## src/rtl/stkp_pkg.sv

```systemverilog
// Package: shared types for the stack pointer unit.
// Assumes: a single clock domain; one step is carried out per cycle.
package stkp_pkg;

    // Sequencer state: idle, or waiting for the second step of a pair.
    typedef enum logic [1:0] {
        SEQ_IDLE    = 2'd0,
        SEQ_CALL_HI = 2'd1,
        SEQ_RET_LO  = 2'd2
    } seq_state_t;

    // Step the unit performs in the current cycle.
    typedef enum logic [2:0] {
        STEP_NONE    = 3'd0,
        STEP_LOAD    = 3'd1,
        STEP_CALL_LO = 3'd2,
        STEP_RET_HI  = 3'd3,
        STEP_PUSH    = 3'd4,
        STEP_POP     = 3'd5,
        STEP_CALL_HI = 3'd6,
        STEP_RET_LO  = 3'd7
    } step_t;

endpackage

```

## src/rtl/stkp_sel.sv

```systemverilog
// Module: stkp_sel
// Picks the step for this cycle. A pending second step always wins.
// When idle, the order is load, call, return, push, pop.
// Assumes: strobes are one cycle wide and are dropped if not taken.
module stkp_sel
    import stkp_pkg::*;
(
    input  seq_state_t state,
    input  logic       sp_wr,
    input  logic       call_req,
    input  logic       ret_req,
    input  logic       push_req,
    input  logic       pop_req,
    output step_t      step
);

    // Fixed-priority choice of the step to perform.
    always_comb begin
        unique case (state)
            SEQ_CALL_HI: step = STEP_CALL_HI;
            SEQ_RET_LO:  step = STEP_RET_LO;
            default: begin
                if (sp_wr)         step = STEP_LOAD;
                else if (call_req) step = STEP_CALL_LO;
                else if (ret_req)  step = STEP_RET_HI;
                else if (push_req) step = STEP_PUSH;
                else if (pop_req)  step = STEP_POP;
                else               step = STEP_NONE;
            end
        endcase
    end

endmodule

```

## src/rtl/stkp_core.sv

```systemverilog
// Module: stkp_core
// Holds the pointer, the sequencer state and the saved high byte.
// It drives the RAM address and data so that writes go to pointer+1
// and reads come from the pointer.
// Assumes: rdata is the combinational read of mem_addr in the same cycle.
module stkp_core
    import stkp_pkg::*;
#(
    parameter int          PW     = 8,
    parameter int          DW     = 8,
    parameter logic [PW-1:0] RST_SP = 8'h07
) (
    input  logic            clk,
    input  logic            rst_n,
    input  step_t           step,
    input  logic [PW-1:0]   sp_wdata,
    input  logic [DW-1:0]   push_data,
    input  logic [2*DW-1:0] ret_addr,
    input  logic [DW-1:0]   rdata,
    output logic [PW-1:0]   sp,
    output seq_state_t      state,
    output logic [DW-1:0]   hi_q,
    output logic            mem_we,
    output logic            mem_re,
    output logic [PW-1:0]   mem_addr,
    output logic [DW-1:0]   mem_wdata
);

    localparam logic [PW-1:0] ONE = PW'(1);

    logic [PW-1:0] sp_up;
    logic [PW-1:0] sp_dn;
    logic [PW-1:0] sp_nxt;
    seq_state_t    state_nxt;
    logic          is_write;

    assign sp_up = sp + ONE;
    assign sp_dn = sp - ONE;

    // Classify the step as a write, a read, or neither.
    always_comb begin
        is_write = (step == STEP_PUSH) || (step == STEP_CALL_LO) || (step == STEP_CALL_HI);
        mem_re   = (step == STEP_POP)  || (step == STEP_RET_HI)  || (step == STEP_RET_LO);
        mem_we   = is_write;
    end

    // Address: writes use the advanced pointer, reads the current one.
    always_comb begin
        mem_addr = is_write ? sp_up : sp;
    end

    // Select the byte written by push and by both halves of a call.
    always_comb begin
        unique case (step)
            STEP_CALL_LO: mem_wdata = ret_addr[DW-1:0];
            STEP_CALL_HI: mem_wdata = hi_q;
            default:      mem_wdata = push_data;
        endcase
    end

    // Next pointer and next sequencer state.
    always_comb begin
        sp_nxt    = sp;
        state_nxt = SEQ_IDLE;
        unique case (step)
            STEP_LOAD:    sp_nxt = sp_wdata;
            STEP_PUSH:    sp_nxt = sp_up;
            STEP_CALL_HI: sp_nxt = sp_up;
            STEP_POP:     sp_nxt = sp_dn;
            STEP_RET_LO:  sp_nxt = sp_dn;
            STEP_CALL_LO: begin
                sp_nxt    = sp_up;
                state_nxt = SEQ_CALL_HI;
            end
            STEP_RET_HI: begin
                sp_nxt    = sp_dn;
                state_nxt = SEQ_RET_LO;
            end
            default: sp_nxt = sp;
        endcase
    end

    // Pointer and state registers.
    always_ff @(posedge clk) begin
        if (!rst_n) begin
            sp    <= RST_SP;
            state <= SEQ_IDLE;
        end else begin
            sp    <= sp_nxt;
            state <= state_nxt;
        end
    end

    // Saved high byte: taken from ret_addr on a call, from RAM on a return.
    always_ff @(posedge clk) begin
        if (!rst_n) begin
            hi_q <= '0;
        end else if (step == STEP_CALL_LO) begin
            hi_q <= ret_addr[2*DW-1:DW];
        end else if (step == STEP_RET_HI) begin
            hi_q <= rdata;
        end
    end

endmodule

```

## src/rtl/stkp_ram.sv

```systemverilog
// Module: stkp_ram
// Internal data RAM with a combinational read and a clocked write.
// Addresses at or past DEPTH are not stored. Reads there return zero,
// and oob flags the access.
// Assumes: DEPTH <= 2**AW; the contents clear on reset.
module stkp_ram #(
    parameter int AW    = 8,
    parameter int DW    = 8,
    parameter int DEPTH = 128
) (
    input  logic          clk,
    input  logic          rst_n,
    input  logic          we,
    input  logic          re,
    input  logic [AW-1:0] addr,
    input  logic [DW-1:0] wdata,
    output logic [DW-1:0] rdata,
    output logic          oob
);

    localparam int          IDXW  = (DEPTH > 1) ? $clog2(DEPTH) : 1;
    localparam logic [AW:0] LIMIT = (AW+1)'(DEPTH);

    logic [DW-1:0] mem [DEPTH];
    logic          in_rng;
    logic [IDXW-1:0] idx;

    assign in_rng = ({1'b0, addr} < LIMIT);
    assign idx    = addr[IDXW-1:0];

    // Flag any access that falls outside the array.
    always_comb begin
        oob = (we || re) && !in_rng;
    end

    // Combinational read that returns zero when out of range.
    always_comb begin
        rdata = in_rng ? mem[idx] : '0;
    end

    // Clear on reset; write only in-range addresses.
    always_ff @(posedge clk) begin
        if (!rst_n) begin
            for (int i = 0; i < DEPTH; i++) begin
                mem[i] <= '0;
            end
        end else if (we && in_rng) begin
            mem[idx] <= wdata;
        end
    end

endmodule

```

## src/rtl/stkp_rdcap.sv

```systemverilog
// Module: stkp_rdcap
// Registers the results the core sees: popped bytes, assembled
// return addresses and the range flag. Each is valid for one cycle.
// Assumes: hi_q already holds the high byte when the low-byte step runs.
module stkp_rdcap
    import stkp_pkg::*;
#(
    parameter int DW = 8
) (
    input  logic            clk,
    input  logic            rst_n,
    input  step_t           step,
    input  logic [DW-1:0]   rdata,
    input  logic [DW-1:0]   hi_q,
    input  logic            oob,
    output logic            pop_valid,
    output logic [DW-1:0]   pop_data,
    output logic            ret_valid,
    output logic [2*DW-1:0] ret_data,
    output logic            range_err
);

    // One-cycle valid and range pulses.
    always_ff @(posedge clk) begin
        if (!rst_n) begin
            pop_valid <= 1'b0;
            ret_valid <= 1'b0;
            range_err <= 1'b0;
        end else begin
            pop_valid <= (step == STEP_POP);
            ret_valid <= (step == STEP_RET_LO);
            range_err <= oob;
        end
    end

    // Data registers hold their value until the next result arrives.
    always_ff @(posedge clk) begin
        if (!rst_n) begin
            pop_data <= '0;
            ret_data <= '0;
        end else begin
            if (step == STEP_POP)    pop_data <= rdata;
            if (step == STEP_RET_LO) ret_data <= {hi_q, rdata};
        end
    end

endmodule

```

## src/rtl/stack_ptr_unit.sv

```systemverilog
// Module: stack_ptr_unit
// Top of the stack pointer unit. It joins the step selector, the pointer
// core, the data RAM and the result registers. busy reflects the
// pending second step of a call or return.
// Assumes: strobes are single-cycle pulses from the core, and any that
// arrive while busy are lost.
module stack_ptr_unit
    import stkp_pkg::*;
#(
    parameter int            PW     = 8,
    parameter int            DW     = 8,
    parameter int            DEPTH  = 128,
    parameter logic [PW-1:0] RST_SP = 8'h07
) (
    input  logic            clk,
    input  logic            rst_n,
    input  logic            sp_wr,
    input  logic [PW-1:0]   sp_wdata,
    input  logic            push_req,
    input  logic [DW-1:0]   push_data,
    input  logic            pop_req,
    input  logic            call_req,
    input  logic [2*DW-1:0] ret_addr,
    input  logic            ret_req,
    output logic [PW-1:0]   sp,
    output logic            busy,
    output logic            pop_valid,
    output logic [DW-1:0]   pop_data,
    output logic            ret_valid,
    output logic [2*DW-1:0] ret_data,
    output logic            range_err
);

    seq_state_t    state;
    step_t         step;
    logic [DW-1:0] hi_q;
    logic          mem_we;
    logic          mem_re;
    logic [PW-1:0] mem_addr;
    logic [DW-1:0] mem_wdata;
    logic [DW-1:0] rdata;
    logic          oob;

    // Busy whenever a second step is pending.
    assign busy = (state != SEQ_IDLE);

    stkp_sel u_sel (
        .state    (state),
        .sp_wr    (sp_wr),
        .call_req (call_req),
        .ret_req  (ret_req),
        .push_req (push_req),
        .pop_req  (pop_req),
        .step     (step)
    );

    stkp_core #(
        .PW     (PW),
        .DW     (DW),
        .RST_SP (RST_SP)
    ) u_core (
        .clk       (clk),
        .rst_n     (rst_n),
        .step      (step),
        .sp_wdata  (sp_wdata),
        .push_data (push_data),
        .ret_addr  (ret_addr),
        .rdata     (rdata),
        .sp        (sp),
        .state     (state),
        .hi_q      (hi_q),
        .mem_we    (mem_we),
        .mem_re    (mem_re),
        .mem_addr  (mem_addr),
        .mem_wdata (mem_wdata)
    );

    stkp_ram #(
        .AW    (PW),
        .DW    (DW),
        .DEPTH (DEPTH)
    ) u_ram (
        .clk   (clk),
        .rst_n (rst_n),
        .we    (mem_we),
        .re    (mem_re),
        .addr  (mem_addr),
        .wdata (mem_wdata),
        .rdata (rdata),
        .oob   (oob)
    );

    stkp_rdcap #(
        .DW (DW)
    ) u_rdcap (
        .clk       (clk),
        .rst_n     (rst_n),
        .step      (step),
        .rdata     (rdata),
        .hi_q      (hi_q),
        .oob       (oob),
        .pop_valid (pop_valid),
        .pop_data  (pop_data),
        .ret_valid (ret_valid),
        .ret_data  (ret_data),
        .range_err (range_err)
    );

endmodule

```

## config.mk

```make
export PLATFORM = sky130hd
export DESIGN_NAME = stack_ptr_unit
export DESIGN_NICKNAME = d
export VERILOG_FILES = /design/src/rtl/stkp_pkg.sv /design/src/rtl/stkp_sel.sv /design/src/rtl/stkp_core.sv /design/src/rtl/stkp_ram.sv /design/src/rtl/stkp_rdcap.sv /design/src/rtl/stack_ptr_unit.sv
export SDC_FILE = /design/constraint.sdc
export NUM_CORES = 2
export LEC_CHECK = 0
export ABC_AREA = 1
export BUFFER_PORTS_ARGS = -buffer_cell sky130_fd_sc_hd__buf_2
export CELL_PAD_IN_SITES_DETAIL_PLACEMENT = 0
export CELL_PAD_IN_SITES_GLOBAL_PLACEMENT = 1
export CORE_ASPECT_RATIO = 1.75
export CORE_MARGIN = 4
export CORE_UTILIZATION = 44
export DETAILED_ROUTE_END_ITERATION = 7
export PLACE_DENSITY_LB_ADDON = 0.1
export SLEW_MARGIN = 40
export SYNTH_ARGS = -nofsm -noshare
export SYNTH_HDL_FRONTEND = slang
export SYNTH_HIERARCHICAL = 1
export SYNTH_SLANG_ARGS = --single-unit
```

## constraint.sdc

```tcl
create_clock -name clk -period 3.5 [get_ports clk]
set_clock_uncertainty 0.1 [all_clocks]
set_input_delay 0.35 -clock clk [delete_from_list [all_inputs] [get_ports clk]]
set_output_delay 0.35 -clock clk [all_outputs]
set_load 0.01 [all_outputs]
```

==> out/summary.txt <==
Outcome: finished, violations left
Violated checks: negative setup slack
FF-to-FF setup slack: -110 ps
Post-DP HPWL: 116,000 um
Period Utilization, post-route: 103%
Share of cells above drive strength 1: 19.6%
Die height: 458 um
Antenna violations before repair: 3
GR Overflow Total: 0
Nets: 6,672
Max-cap violations: 0
Crit-path slowest cell: dfxtp_2
FILL cells: 10,375
Ys flop type: edfxtp_1
H-Tree Depth: 3
DR pass1 iterations: 5
Slew headroom: 47.6%
Worst setup SP type: flip-flop
Clock Tree Root: clkbuf_16
WL/cell: 21.7 um
Die X: 265 um
Clock Tree Buf Depth: 3
Vias in the first global route: 41,463
Post-synth EDFFs: 1,024
RePlAce Congestion: 0.891
Worst vdd ir: 0.442 mV
P&R area growth vs syn: 28.8%
RSZ-0062 raised after global routing: true
Fmax: 277 MHz
Mapped Area: 50,900 sq um
Final Hold Viols: 0
Max-slew violations: 0
CTS buffer count: 99
DRT iter0 DRCs: 3,494
Clock Sinks: 1,069
RR Startpoint: u_core/state[0]$_SDFF_PN0_
Rows: 164
Number of cells on the worst reg-to-reg path: 29
P_leak: 29.9 nW
Crit-path most repeated cell: nand2_1
CP max stage delay: 330 ps
Finished Cell Area: 65,600 sq um
Area leader, netlist: edfxtp_1
Crit path DAT: 4110 ps
Detailed-route vias per instance: 5.17
Post-synth ARST share: 0%
Footprint of the multi-input gates: 18,600 sq um
RR Endpoint: u_rdcap/ret_data[5]$_SDFFE_PN0N_
Tmin final: 3610 ps
Area of the core: 115,000 sq um
Initial Util: 44.5%
Syn Nets: 6,097
First-pass GRT wire length: 254,000 um
Worst Tran Pin Value: 786 ps
Post-Route WL: 178,000 um
CTS tree: done
Synth top area share: 60.4%
Ports: 75
Hold Path Origin: ret_addr[2]
Power density cells: 837 nW/um^2
Hold Path Class: primary input to flip-flop
Die ar.: 121,000 sq um
Hold Path Depth: 5
Final setup vio count: 21
Yosys reg bits: 1,069
Pin count of the biggest net entering global routing: 109
Mapped Cells: 6,055
DRC errors left: 0
ANT nets after route: 0
Synth top area cells: edfxtp_1 (60%), nand2_1 (23%), nor2_1 (8.6%)
Most frequent cells in the layout: nand2_1 (2,896), nor2_1 (1,123), edfxtp_1 (1,024)
Setup crit end kind: flip-flop
Setup ws final: -107 ps
Yosys warnings: 6
Worst-path clk slew: 60 ps
Register area: 31,700 sq um
Synth unique cells: 31
Syn Area/Cell: 8.41 sq um
Commonest non-fill, non-tap cell in the layout: nand2_1
Clk_lat worst skew: 730 ps
Core Util, Final: 57.3%
DR vias: 42,457
Req. time, crit path: 4010 ps
Hold Path End: u_ram/mem[8][2]$_SDFFCE_PN0P_
Port bufs: 74
Placement Cell Area: 58,600 sq um
WS Path Type: flip-flop to flip-flop
Gr usage total: 27.9%
Crit-path max FO: 7
Sequential area share after synthesis: 62.2%
==> logic make-up (layout without fill, tap and decap cells) <==
kind of cell,Yosys count,count (layout),share of synthesized area (%)
AND/OR/NAND/NOR,4404,4404,33.0
flip-flops,1069,1069,62.2
buffers and inverters,498,1155,3.89
AO/OA/AOI/OAI,80,80,0.831
adder cells (fa/ha/maj),3,3,0.0737
XOR/XNOR,1,1,0.0172
other,0,2,0
==> worst max-delay path by stage <==
stage	start	endpoint	slack [ps]	cells after the start
2_1_floorplan	u_core/state[0]$_SDFF_PN0_	u_ram/mem[98][0]$_SDFFCE_PN0P_	-10	17
3_3_place_gp	u_core/state[0]$_SDFF_PN0_	u_rdcap/ret_data[5]$_SDFFE_PN0N_	-1120	27
3_5_place_dp	u_core/state[0]$_SDFF_PN0_	u_rdcap/pop_data[4]$_SDFFE_PN0N_	-1030	27
4_1_cts	u_core/state[0]$_SDFF_PN0_	u_rdcap/pop_data[4]$_SDFFE_PN0N_	-200	30
5_1_grt	u_core/state[0]$_SDFF_PN0_	u_core/hi_q[0]$_SDFFE_PN0N_	-260	28
6_report	u_core/state[0]$_SDFF_PN0_	u_rdcap/ret_data[5]$_SDFFE_PN0N_	-110	29
==> per-stage QoR <==
stage	total power [mW]	hold slack (ps)	setup TNS, ps	worst slack (ps)	cells
after floorplan	26.7	363	-121	-10.4	6055
after global placement	38.3	385	-447010	-1120	7876
after detailed placement	38.3	398	-347510	-1030	7876
after CTS	52.0	107	-4150	-199	8129
after global routing	57.4	166	-20950	-265	8207
final	54.9	146	-1180	-107	8208
==> synth_stat cells, types with 3 or more instances <==
library cell     n
inv_2            9
nor2_1        1168
clkbuf_1       262
nor3_2           3
o211ai_1         4
edfxtp_1      1024
ha_1             3
nand2_1       3113
a21oi_1         17
buf_1           33
or2_2            7
nor2_2           3
buf_2           56
nor3_1           4
buf_4            3
nor2_4           4
o21ai_0         53
nand3_1         76
buf_6            4
nand2_2         12
dfxtp_1         45
inv_1          130
a22oi_1          5
nand4_1          9
==> timing repair <==
action | in CTS | in global routing
pin swaps | 69 | 95
hold buffers | 24 | 0
resized for setup | 229 | 274
buffers inserted | 33 | 57
endpoints found under the setup margin | 1812 | 1504
hold endpoints to repair | 17 | 0
cloned | 15 | 30
==> per-layer routing <==
metal	share of wire, %	GRT usage (%)	vias to the layer above
met5	0.010	0	-
li1	-	-	20275
met4	4.9	12.3	2
met1	37	32.4	20486
met3	5.4	2.90	351
met2	53	51.7	1343
==> flip-flops by register name, indices dropped and copies added, names as in the netlist <==
signal / cells
u_rdcap/pop_data: 8
u_rdcap/range_err: 1
u_core/hi_q: 8
u_ram/mem: 1024
u_rdcap/ret_data: 16
u_rdcap/ret_valid: 1
u_rdcap/pop_valid: 1
u_core/sp: 8
u_core/state: 2
==> critical path: cells and delay by family (launching register included) <==
family / cells / cell delay, ps
AO/OA/AOI/OAI: 3 / 450
XOR/XNOR: 1 / 220
adder cells (fa/ha/maj): 1 / 240
buffers and inverters: 10 / 1190
flip-flops: 1 / 330
AND/OR/NAND/NOR: 14 / 950
==> cell type report <==
| type | instances | area share [%] |
|---|---|---|
| diodes | 2 | 0.00763 |
| well taps | 1494 | 2.85 |
| multi-input cells | 4488 | 28.3 |
| repair inverters | 1 | 0.0134 |
| flip-flops and latches | 1069 | 48.3 |
| repair buffers | 831 | 14.6 |
| clock buffers | 119 | 3.99 |
| clock inverters | 64 | 0.991 |
| inverters | 140 | 0.943 |
==> where the power goes <==
group	leakage (nW)	internal [mW]	switching, mW
Sequential	10.9	14.6	0.271
Combinational	17.4	10.8	18.1
Clock	1.59	6.22	4.90
No activity file was read; power rests on OpenSTA's default activity.
